[config.mk]
export PLATFORM = sky130hd
export DESIGN_NAME = irq_ack_sequencer
export DESIGN_NICKNAME = d
export VERILOG_FILES = /design/src/rtl/irq_seq_pkg.sv /design/src/rtl/irq_sync.sv /design/src/rtl/irq_nmi_latch.sv /design/src/rtl/irq_vector_fsm.sv /design/src/rtl/irq_ack_sequencer.sv
export SDC_FILE = /design/constraint.sdc
export NUM_CORES = 1
export LEC_CHECK = 0
export ABC_AREA = 1
export BUFFER_PORTS_ARGS = -buffer_cell sky130_fd_sc_hd__buf_2
export CAP_MARGIN = 20
export CELL_PAD_IN_SITES_DETAIL_PLACEMENT = 1
export CELL_PAD_IN_SITES_GLOBAL_PLACEMENT = 1
export CORE_MARGIN = 3
export CORE_UTILIZATION = 34
export CTS_CLUSTER_SIZE = 25
export DETAILED_ROUTE_END_ITERATION = 8
export HOLD_SLACK_MARGIN = 0.06
export PLACE_DENSITY_LB_ADDON = 0.2
export SETUP_SLACK_MARGIN = 0.05
export SYNTH_ARGS = -nofsm -noshare
export SYNTH_HDL_FRONTEND = slang
export SYNTH_HIERARCHICAL = 1
export SYNTH_SLANG_ARGS = --single-unit
export TNS_END_PERCENT = 10
[constraint.sdc]
create_clock -name clk -period 1.66 [get_ports clk]
set_input_delay 0.249 -clock clk [delete_from_list [all_inputs] [get_ports clk]]
set_output_delay 0.249 -clock clk [all_outputs]
set_load 0.01 [all_outputs]
[src/rtl/irq_seq_pkg.sv]
package irq_seq_pkg;

    localparam int DEF_ADDR_W      = 20;
    localparam int DEF_DATA_W      = 16;
    localparam int DEF_TYPE_W      = 8;
    localparam int DEF_SYNC_STAGES = 2;
    localparam int DEF_NMI_ARM     = 2;
    localparam logic [7:0] NMI_FIXED_TYPE = 8'd2;

    typedef enum logic [2:0] {
        SEQ_IDLE,
        SEQ_ACK_FIRST,
        SEQ_ACK_SECOND,
        SEQ_READ_OFS,
        SEQ_READ_SEG
    } seq_state_t;

    typedef struct packed {
        logic take_nmi;
        logic take_mask;
    } grant_t;

    function automatic grant_t arbitrate(input logic idle, input logic strobe,
                                         input logic nmi_pend, input logic mask_ok);
        grant_t g;
        g.take_nmi  = idle & strobe & nmi_pend;
        g.take_mask = idle & strobe & ~nmi_pend & mask_ok;
        return g;
    endfunction

endpackage

[src/rtl/irq_sync.sv]
module irq_sync #(
    parameter int STAGES = 2
) (
    input  logic clk,
    input  logic rst,
    input  logic d,
    output logic q
);
    logic [STAGES:0] chain;
    assign chain[0] = d;

    for (genvar i = 0; i < STAGES; i++) begin : g_stage
        always_ff @(posedge clk) begin
            if (rst) chain[i+1] <= 1'b0;
            else     chain[i+1] <= chain[i];
        end
    end

    assign q = chain[STAGES];
endmodule

[src/rtl/irq_nmi_latch.sv]
module irq_nmi_latch #(
    parameter int ARM_CYCLES = 4
) (
    input  logic clk,
    input  logic rst,
    input  logic nmi_s,
    input  logic clear,
    output logic pending
);
    localparam int CW = $clog2(ARM_CYCLES + 1);

    logic [CW-1:0] arm_cnt;
    logic          armed;
    logic          prev;
    logic          rise_ok;

    assign armed   = (arm_cnt == CW'(ARM_CYCLES));
    assign rise_ok = armed & nmi_s & ~prev;

    always_ff @(posedge clk) begin
        if (rst) begin
            arm_cnt <= '0;
            prev    <= 1'b0;
            pending <= 1'b0;
        end else begin
            if (!armed) arm_cnt <= arm_cnt + 1'b1;
            prev    <= nmi_s;
            pending <= (pending & ~clear) | rise_ok;
        end
    end
endmodule

[src/rtl/irq_vector_fsm.sv]
module irq_vector_fsm
    import irq_seq_pkg::*;
#(
    parameter int ADDR_W = 20,
    parameter int DATA_W = 16,
    parameter int TYPE_W = 8
) (
    input  logic              clk,
    input  logic              rst,
    input  grant_t            grant,
    input  logic              bus_done,
    input  logic [DATA_W-1:0] bus_data,
    output logic              idle,
    output logic              ack_req,
    output logic              ack_second,
    output logic              rd_req,
    output logic [ADDR_W-1:0] rd_addr,
    output logic [TYPE_W-1:0] svc_type,
    output logic [DATA_W-1:0] vec_offset,
    output logic [DATA_W-1:0] vec_segment,
    output logic              svc_start
);
    localparam int PAD_W = ADDR_W - TYPE_W - 2;

    seq_state_t        state;
    logic [TYPE_W-1:0] type_q;

    assign idle       = (state == SEQ_IDLE);
    assign ack_req    = (state == SEQ_ACK_FIRST) || (state == SEQ_ACK_SECOND);
    assign ack_second = (state == SEQ_ACK_SECOND);
    assign rd_req     = (state == SEQ_READ_OFS) || (state == SEQ_READ_SEG);
    assign rd_addr    = {{PAD_W{1'b0}}, type_q, (state == SEQ_READ_SEG), 1'b0};
    assign svc_type   = type_q;

    always_ff @(posedge clk) begin
        if (rst) begin
            state       <= SEQ_IDLE;
            type_q      <= '0;
            vec_offset  <= '0;
            vec_segment <= '0;
            svc_start   <= 1'b0;
        end else begin
            svc_start <= 1'b0;
            case (state)
                SEQ_IDLE: begin
                    if (grant.take_nmi) begin
                        type_q <= TYPE_W'(NMI_FIXED_TYPE);
                        state  <= SEQ_READ_OFS;
                    end else if (grant.take_mask) begin
                        state  <= SEQ_ACK_FIRST;
                    end
                end
                SEQ_ACK_FIRST: begin
                    if (bus_done) state <= SEQ_ACK_SECOND;
                end
                SEQ_ACK_SECOND: begin
                    if (bus_done) begin
                        type_q <= bus_data[TYPE_W-1:0];
                        state  <= SEQ_READ_OFS;
                    end
                end
                SEQ_READ_OFS: begin
                    if (bus_done) begin
                        vec_offset <= bus_data;
                        state      <= SEQ_READ_SEG;
                    end
                end
                SEQ_READ_SEG: begin
                    if (bus_done) begin
                        vec_segment <= bus_data;
                        svc_start   <= 1'b1;
                        state       <= SEQ_IDLE;
                    end
                end
                default: state <= SEQ_IDLE;
            endcase
        end
    end
endmodule

[src/rtl/irq_ack_sequencer.sv]
module irq_ack_sequencer
    import irq_seq_pkg::*;
#(
    parameter int ADDR_W      = DEF_ADDR_W,
    parameter int DATA_W      = DEF_DATA_W,
    parameter int TYPE_W      = DEF_TYPE_W,
    parameter int SYNC_STAGES = DEF_SYNC_STAGES,
    parameter int NMI_ARM     = DEF_NMI_ARM
) (
    input  logic              clk,
    input  logic              rst,
    input  logic              intr_req,
    input  logic              nmi_req,
    input  logic              int_enable,
    input  logic              insn_boundary,
    input  logic              bus_done,
    input  logic [DATA_W-1:0] bus_data,
    output logic              ack_req,
    output logic              ack_second,
    output logic              bus_release,
    output logic              rd_req,
    output logic [ADDR_W-1:0] rd_addr,
    output logic [TYPE_W-1:0] svc_type,
    output logic [DATA_W-1:0] vec_offset,
    output logic [DATA_W-1:0] vec_segment,
    output logic              svc_start
);
    localparam int ARM_TOTAL = NMI_ARM + SYNC_STAGES;

    logic   intr_s;
    logic   nmi_s;
    logic   nmi_pend;
    logic   idle;
    grant_t grant;

    irq_sync #(.STAGES(SYNC_STAGES)) u_sync_intr (
        .clk(clk), .rst(rst), .d(intr_req), .q(intr_s)
    );

    irq_sync #(.STAGES(SYNC_STAGES)) u_sync_nmi (
        .clk(clk), .rst(rst), .d(nmi_req), .q(nmi_s)
    );

    irq_nmi_latch #(.ARM_CYCLES(ARM_TOTAL)) u_nmi (
        .clk(clk), .rst(rst), .nmi_s(nmi_s),
        .clear(grant.take_nmi), .pending(nmi_pend)
    );

    assign grant = arbitrate(idle, insn_boundary, nmi_pend, intr_s & int_enable);

    irq_vector_fsm #(
        .ADDR_W(ADDR_W), .DATA_W(DATA_W), .TYPE_W(TYPE_W)
    ) u_fsm (
        .clk(clk), .rst(rst), .grant(grant),
        .bus_done(bus_done), .bus_data(bus_data),
        .idle(idle), .ack_req(ack_req), .ack_second(ack_second),
        .rd_req(rd_req), .rd_addr(rd_addr), .svc_type(svc_type),
        .vec_offset(vec_offset), .vec_segment(vec_segment),
        .svc_start(svc_start)
    );

    assign bus_release = ack_req;
endmodule

### Yosys cells after proc, flatten, opt, wreduce, memory -nomap -nowiden

Index checks and enable logic that the tools add are counted.

| word-level totals | value |
|---|---|
| memories kept | 0 |
| memory bits (writable) | 0 |
| bits of input ports | 23 |
| latch bits | 0 |
| logic and storage cells | 57 |
| memory bits (read-only) | 0 |
| register bits after elaboration | 53 |
| output and inout bits | 65 |

| operators by class | value |
|---|---|
| reduce and logical (&&, ||, !) cells | 9 |
| mux-type cells | 11 |
| add/subtract/negate cells | 1 |
| equality and inequality tests | 11 |
| $lt $le $gt $ge | 0 |
| $mul | 0 |
| bitwise logic cells | 13 |
| shift-type cells | 0 |
| div/mod/pow operators | 0 |

Operators with widths:

| operator | count |
|---|---|
| two-way mux 3 bit | 6 |
| two-way mux 8 bit | 2 |
| case mux 8 bit (2 select lines) | 1 |
| case mux 3 bit (5 select lines) | 1 |
| bitwise AND 1 bit | 8 |
| != test 2 bit, second input constant | 4 |
| == test 3 x 2 -> 1 bit, second input constant | 2 |
| == test 3 bit, second input constant | 2 |
| AND reduction 5 bit | 1 |
| inverter 1 bit | 4 |
| AND reduction 2 bit | 2 |
| adder 3 x 1 -> 3 bit, second input constant | 1 |
| == test 3 x 1 -> 1 bit, second input constant | 1 |
| zero test 3 bit | 1 |
| != test 3 x 1 -> 1 bit, second input constant | 1 |
| AND reduction 3 bit | 1 |
| logical OR 1 bit | 2 |
| != test 2 x 1 -> 1 bit, second input constant | 1 |
| nonzero test 2 bit | 1 |
| OR reduction 2 bit | 1 |
| two-way mux 1 bit | 1 |
| bitwise OR 1 bit | 1 |

### Longest topological paths before layout

| logic depth | value |
|---|---|
| depth in word-level cells | 7 |
| depth in mapped cells | 11 |
| gate-level depth less buffers | 11 |

### By module

The synthesis kept the hierarchy.

Modules (own cells, without submodules):

| module | seq. area each (um2) | area an instance (um2) | instances | cells an instance |
|---|---|---|---|---|
| irq_vector_fsm | 880.8 | 1858.0 | 1 | 237 |
| irq_nmi_latch | 100.1 | 221.5 | 1 | 29 |
| irq_sync | 40.0 | 55.1 | 2 | 6 |
| irq_ack_sequencer | 0.0 | 35.0 | 1 | 6 |

### Least setup slack after synthesis

No wires, ideal clock.

| path | value |
|---|---|
| path kind | flip-flop to flip-flop |
| start point | register u_fsm.state[1] |
| end point | register u_fsm.type_q[7], in the netlist u_fsm/svc_type[7] |
| cell stages (with the launch flop) | 9 |
| path buffers | 0 |
| path slack | 0.309 ns |
| required time | 1.526 ns |
| clock period less this slack | 1.351 ns |
| setup time | 0.134 ns |
| arrival time | 1.217 ns |
| path through | dfxtp_1 > inv_1 > nand2_1 > nor2_1 > nand2_1 > nor2_1 > nand2_1 > nand3_1 > a21oi_1 |

RTL lines:

| element | RTL line | source |
|---|---|---|
| from (decl) | irq_vector_fsm.sv:25 | `seq_state_t state;` |
| from (signal assigned) | irq_vector_fsm.sv:37 | `state <= SEQ_IDLE;` |
| from (signal assigned) | irq_vector_fsm.sv:48 | `state <= SEQ_READ_OFS;` |
| from (signal assigned) | irq_vector_fsm.sv:50 | `state <= SEQ_ACK_FIRST;` |
| to (signal assigned) | irq_vector_fsm.sv:47 | `type_q <= TYPE_W'(NMI_FIXED_TYPE);` |
| to (signal assigned) | irq_vector_fsm.sv:58 | `type_q <= bus_data[TYPE_W-1:0];` |
| to (decl) | irq_vector_fsm.sv:26 | `logic [TYPE_W-1:0] type_q;` |

### Worst setup path after layout

| path | value |
|---|---|
| start point | register u_fsm.state[1] |
| end point | output port rd_req |

| between the ends | value |
|---|---|
| word-level cells in the longest chain between the ends | 2 |
| elaborated cells between the ends (all ways) | 3 |
| classes of those cells | eq/ne (2); reduce/logical (1) |

Ends and longest elaborated chain:

| element | RTL line | source |
|---|---|---|
| == test 3 x 2 -> 1 bit / == test 3 bit (equally long branches) | irq_vector_fsm.sv:31 | `assign rd_req = (state == SEQ_READ_OFS) \|\| (state == SEQ_READ_SEG);` |
| logical OR 1 bit * | irq_vector_fsm.sv:31 |  |
| to (decl) | irq_ack_sequencer.sv:21 | `output logic rd_req,` |

Every way passes the cells marked *; elsewhere a longest branch is shown, timed or not.

==> results.py <==
metrics = {
    "synth": {
        "synthTopCellsByArea": "dfxtp_1, nand3_1, nand2_1, a21oi_1, buf_4",
        "synth_cell_types": 24,
        "synth_cells": 284,
        "ys_warn_count": 6,
        "synth_top_cell_area_share_pct": 47.69,
        "synth_top_area_cell": "dfxtp_1",
        "synthesis.area_um2": 2225,
        "syn_avg_cell_area_um2": 7.833,
        "ys_seq_elements": 53,
        "ys_seq_area_share_pct": 47.69,
    },
    "cts": {
        "clock-sinks": 53,
        "clk_path_buf_depth": 2,
        "cts_max_level": 2,
        "hold_buffers": 0,
        "cts_tree": "done",
        "numCtsBuffers": 5,
        "clk_pin_slew_ns": 0.10,
        "ctsRootBufferMaster": "clkbuf_8",
        "clkLatencyLatePin_ns": 0.30,
    },
    "routing": {
        "finalWirelength_mm": 6.054,
        "num_vias": 2067,
        "ant_nets": 0,
        "firstDrtPassIters": 4,
        "drtIter0Drc": 81,
        "vias_per_cell": 4.807,
        "wl_per_cell_um": 14.08,
        "route.detailed.drc": 0,
    },
    "cells_and_area": {
        "final_layout_size_suffix_gt1_share_pct": 32.96,
        "mostFrequentLayoutCell": "buf_2",
        "area_delta_synth_final_pct": 20.98,
        "fin_cells": 430,
        "diodes": 0,
        "n_fill_cell": 804,
        "final_cell_mix": "buf_2, nand2_1, dfxtp_1",
        "nNetsFinal": 379,
        "final_area_um2": 2691,
    },
    "floorplanning": {
        "io_pins": 88,
        "core_um2": 6131,
        "dieArea_um2": 7550,
        "die_w_um": 86.89,
        "num_rows": 28,
        "die_h_um": 86.89,
        "initial_core_util_pct": 36.29,
    },
    "power_and_ir_drop": {
        "p_clk_share_pct": 27.3,
        "switching_share_pct": 31.70,
        "seqPwrFrac_pct": 49.3,
        "vdd_drop_max_uv": 534.3,
        "p_per_area_nw_per_um2": 1045,
        "power.internal_mw": 1.921,
        "p_leak_nw": 1.254,
        "pwr-share-comb_pct": 23.4,
        "p_sw_mw": 0.8913,
    },
    "timing": {
        "fmax_mhz": 642.8,
        "setup_viol": 0,
        "period_needed_ns": 1.556,
        "drv_slew": 0,
        "fin_skew_ns": 0.009684,
        "rsz0062_at_grt": "true",
        "finalSetupTns_ns": 0,
        "whs_ns": 0.1457,
        "hold_viol": 0,
        "finalCritPeriodShare_pct": 93.72,
    },
    "worst_setup_path": {
        "worstPathMaxFanout": 5,
        "arrival_ns": 1.31,
        "cp_cell_sequence": "inv_2 -> nand3_2 -> inv_1 -> or2_2 -> buf_2",
        "slowest_delay_ns": 0.35,
        "startpoint": "u_fsm/state[1]",
        "required_ns": 1.41,
        "worstSetupEndpointType": "output pin",
        "critPathTopFamily": "simple AND/OR/NAND/NOR gates",
        "crit_buf_inv": 3,
        "reg2reg_from": "u_fsm/state[1]",
        "slowest_stage": "dfxtp_2",
        "critPathLaunchType": "flip-flop",
        "path_class": "flip-flop to output pin",
    },
    "grt": {
        "grt_max_degree": 35,
        "antenna_found_initial": 0,
        "grt_remaining_overflow": 0,
        "grt_use_total_pct": 16.32,
        "grt_pass1_wl_mm": 9.611,
        "grt_pass1_vias": 1968,
    },
    "status": {
        "status": "complete, no violations",
    },
    "min_path": {
        "hold_start": "nmi_req",
        "hold_path_class": "input pin to flip-flop",
    },
    "place": {
        "port_buffers": 76,
        "gp_congestion": 0.7437,
        "dp_hpwl_mm": 4.488,
        "place_inst": 420,
        "place_area_um2": 2566,
    },
    "job": {
        "maxCapViolCount": 0,
    },
}
## cell usage after synthesis
cell,count
or2_2,1
nand3_1,44
nor2_1,21
a21oi_1,39
inv_2,4
a21oi_2,3
dfxtp_1,53
nor2_2,1
buf_1,2
nor3_4,1
nand2_2,2
inv_1,15
conb_1,1
nand3_2,1
nand2_4,1
nor2_4,1
nand2_1,55
clkbuf_4,1
buf_6,2
o21ai_0,5
buf_2,1
ha_1,2
buf_4,24
clkbuf_1,4
## per-layer routing
layer  track usage (%)  share of wire (%)
met2             26.64                 48
met5                 0                  0
met3             4.352                7.2
met4             5.099                1.2
met1             20.97                 44
## tightest hold or removal path: cells and delay by family
family        cells  cell delay, ns
buf+inv           2            0.14
simple gates      1            0.03
## repair_timing
action,in CTS,in global routing
setup endpoints to repair,5,13
endpoints found under the hold margin,0,0
setup buffers,2,0
cloned,0,0
resized for setup,3,4
## cell type report
class	instances	area, um^2	area share, %
repair buffers	87	462.9	17.20
inverters	19	71.32	2.650
multi-input cells	188	902.1	33.52
clock inverters	2	13.76	0.5114
well taps	75	93.84	3.487
clock buffers	6	82.58	3.068
flip-flops and latches	53	1065	39.56
## final timing paths
kind,endpoint,cells past startpoint,slack [ns]
setup / recovery,rd_req,5,0.10
hold / removal,u_sync_nmi/chain[1],3,0.15
setup reg to reg,u_fsm/state[1],11,0.21
hold reg to reg,u_sync_nmi/q,2,0.41
## state kept, by name, indices dropped and copies added, names as in the netlist
signal	flops
u_fsm/state	3
u_fsm/vec_segment	16
u_sync_intr/q	1
u_sync_nmi/q	1
u_nmi/pending	1
u_nmi/arm_cnt	3
u_fsm/svc_type	8
u_sync_intr/chain	1
u_fsm/svc_start	1
u_nmi/prev	1
u_sync_nmi/chain	1
u_fsm/vec_offset	16
## power groups by stage
stage,combinational [mW],sequential (mW),clock [mW]
4_1_cts,0.656,1.39,0.800
5_1_grt,0.750,1.40,0.851
2_1_floorplan,0.458,1.42,0
3_5_place_dp,0.619,1.42,0
3_3_place_gp,0.604,1.41,0
6_report,0.659,1.39,0.767
## metrics by stage
stage	worst slack, ns	power (mW)	util [%]
after CTS	0.05372	2.842	43.71
after global placement	0.1473	2.015	41.86
after floorplan	0.3088	1.880	-
final	0.1043	2.812	43.90
after global routing	0.005246	2.997	43.90
after detailed placement	0.04150	2.035	41.86
## logic make-up (layout without fill, tap and decap cells)
kind of cell,after synthesis,count (layout),synth area share [%]
other,1,11,0.1686
AOI/OAI and AO/OA,47,47,11.08
adders and majority gates,2,2,1.125
DFF,53,53,47.69
and+or+nand+nor,128,128,26.04
buffers and inverters,53,114,13.89
Power figures use the tool's default switching activity.
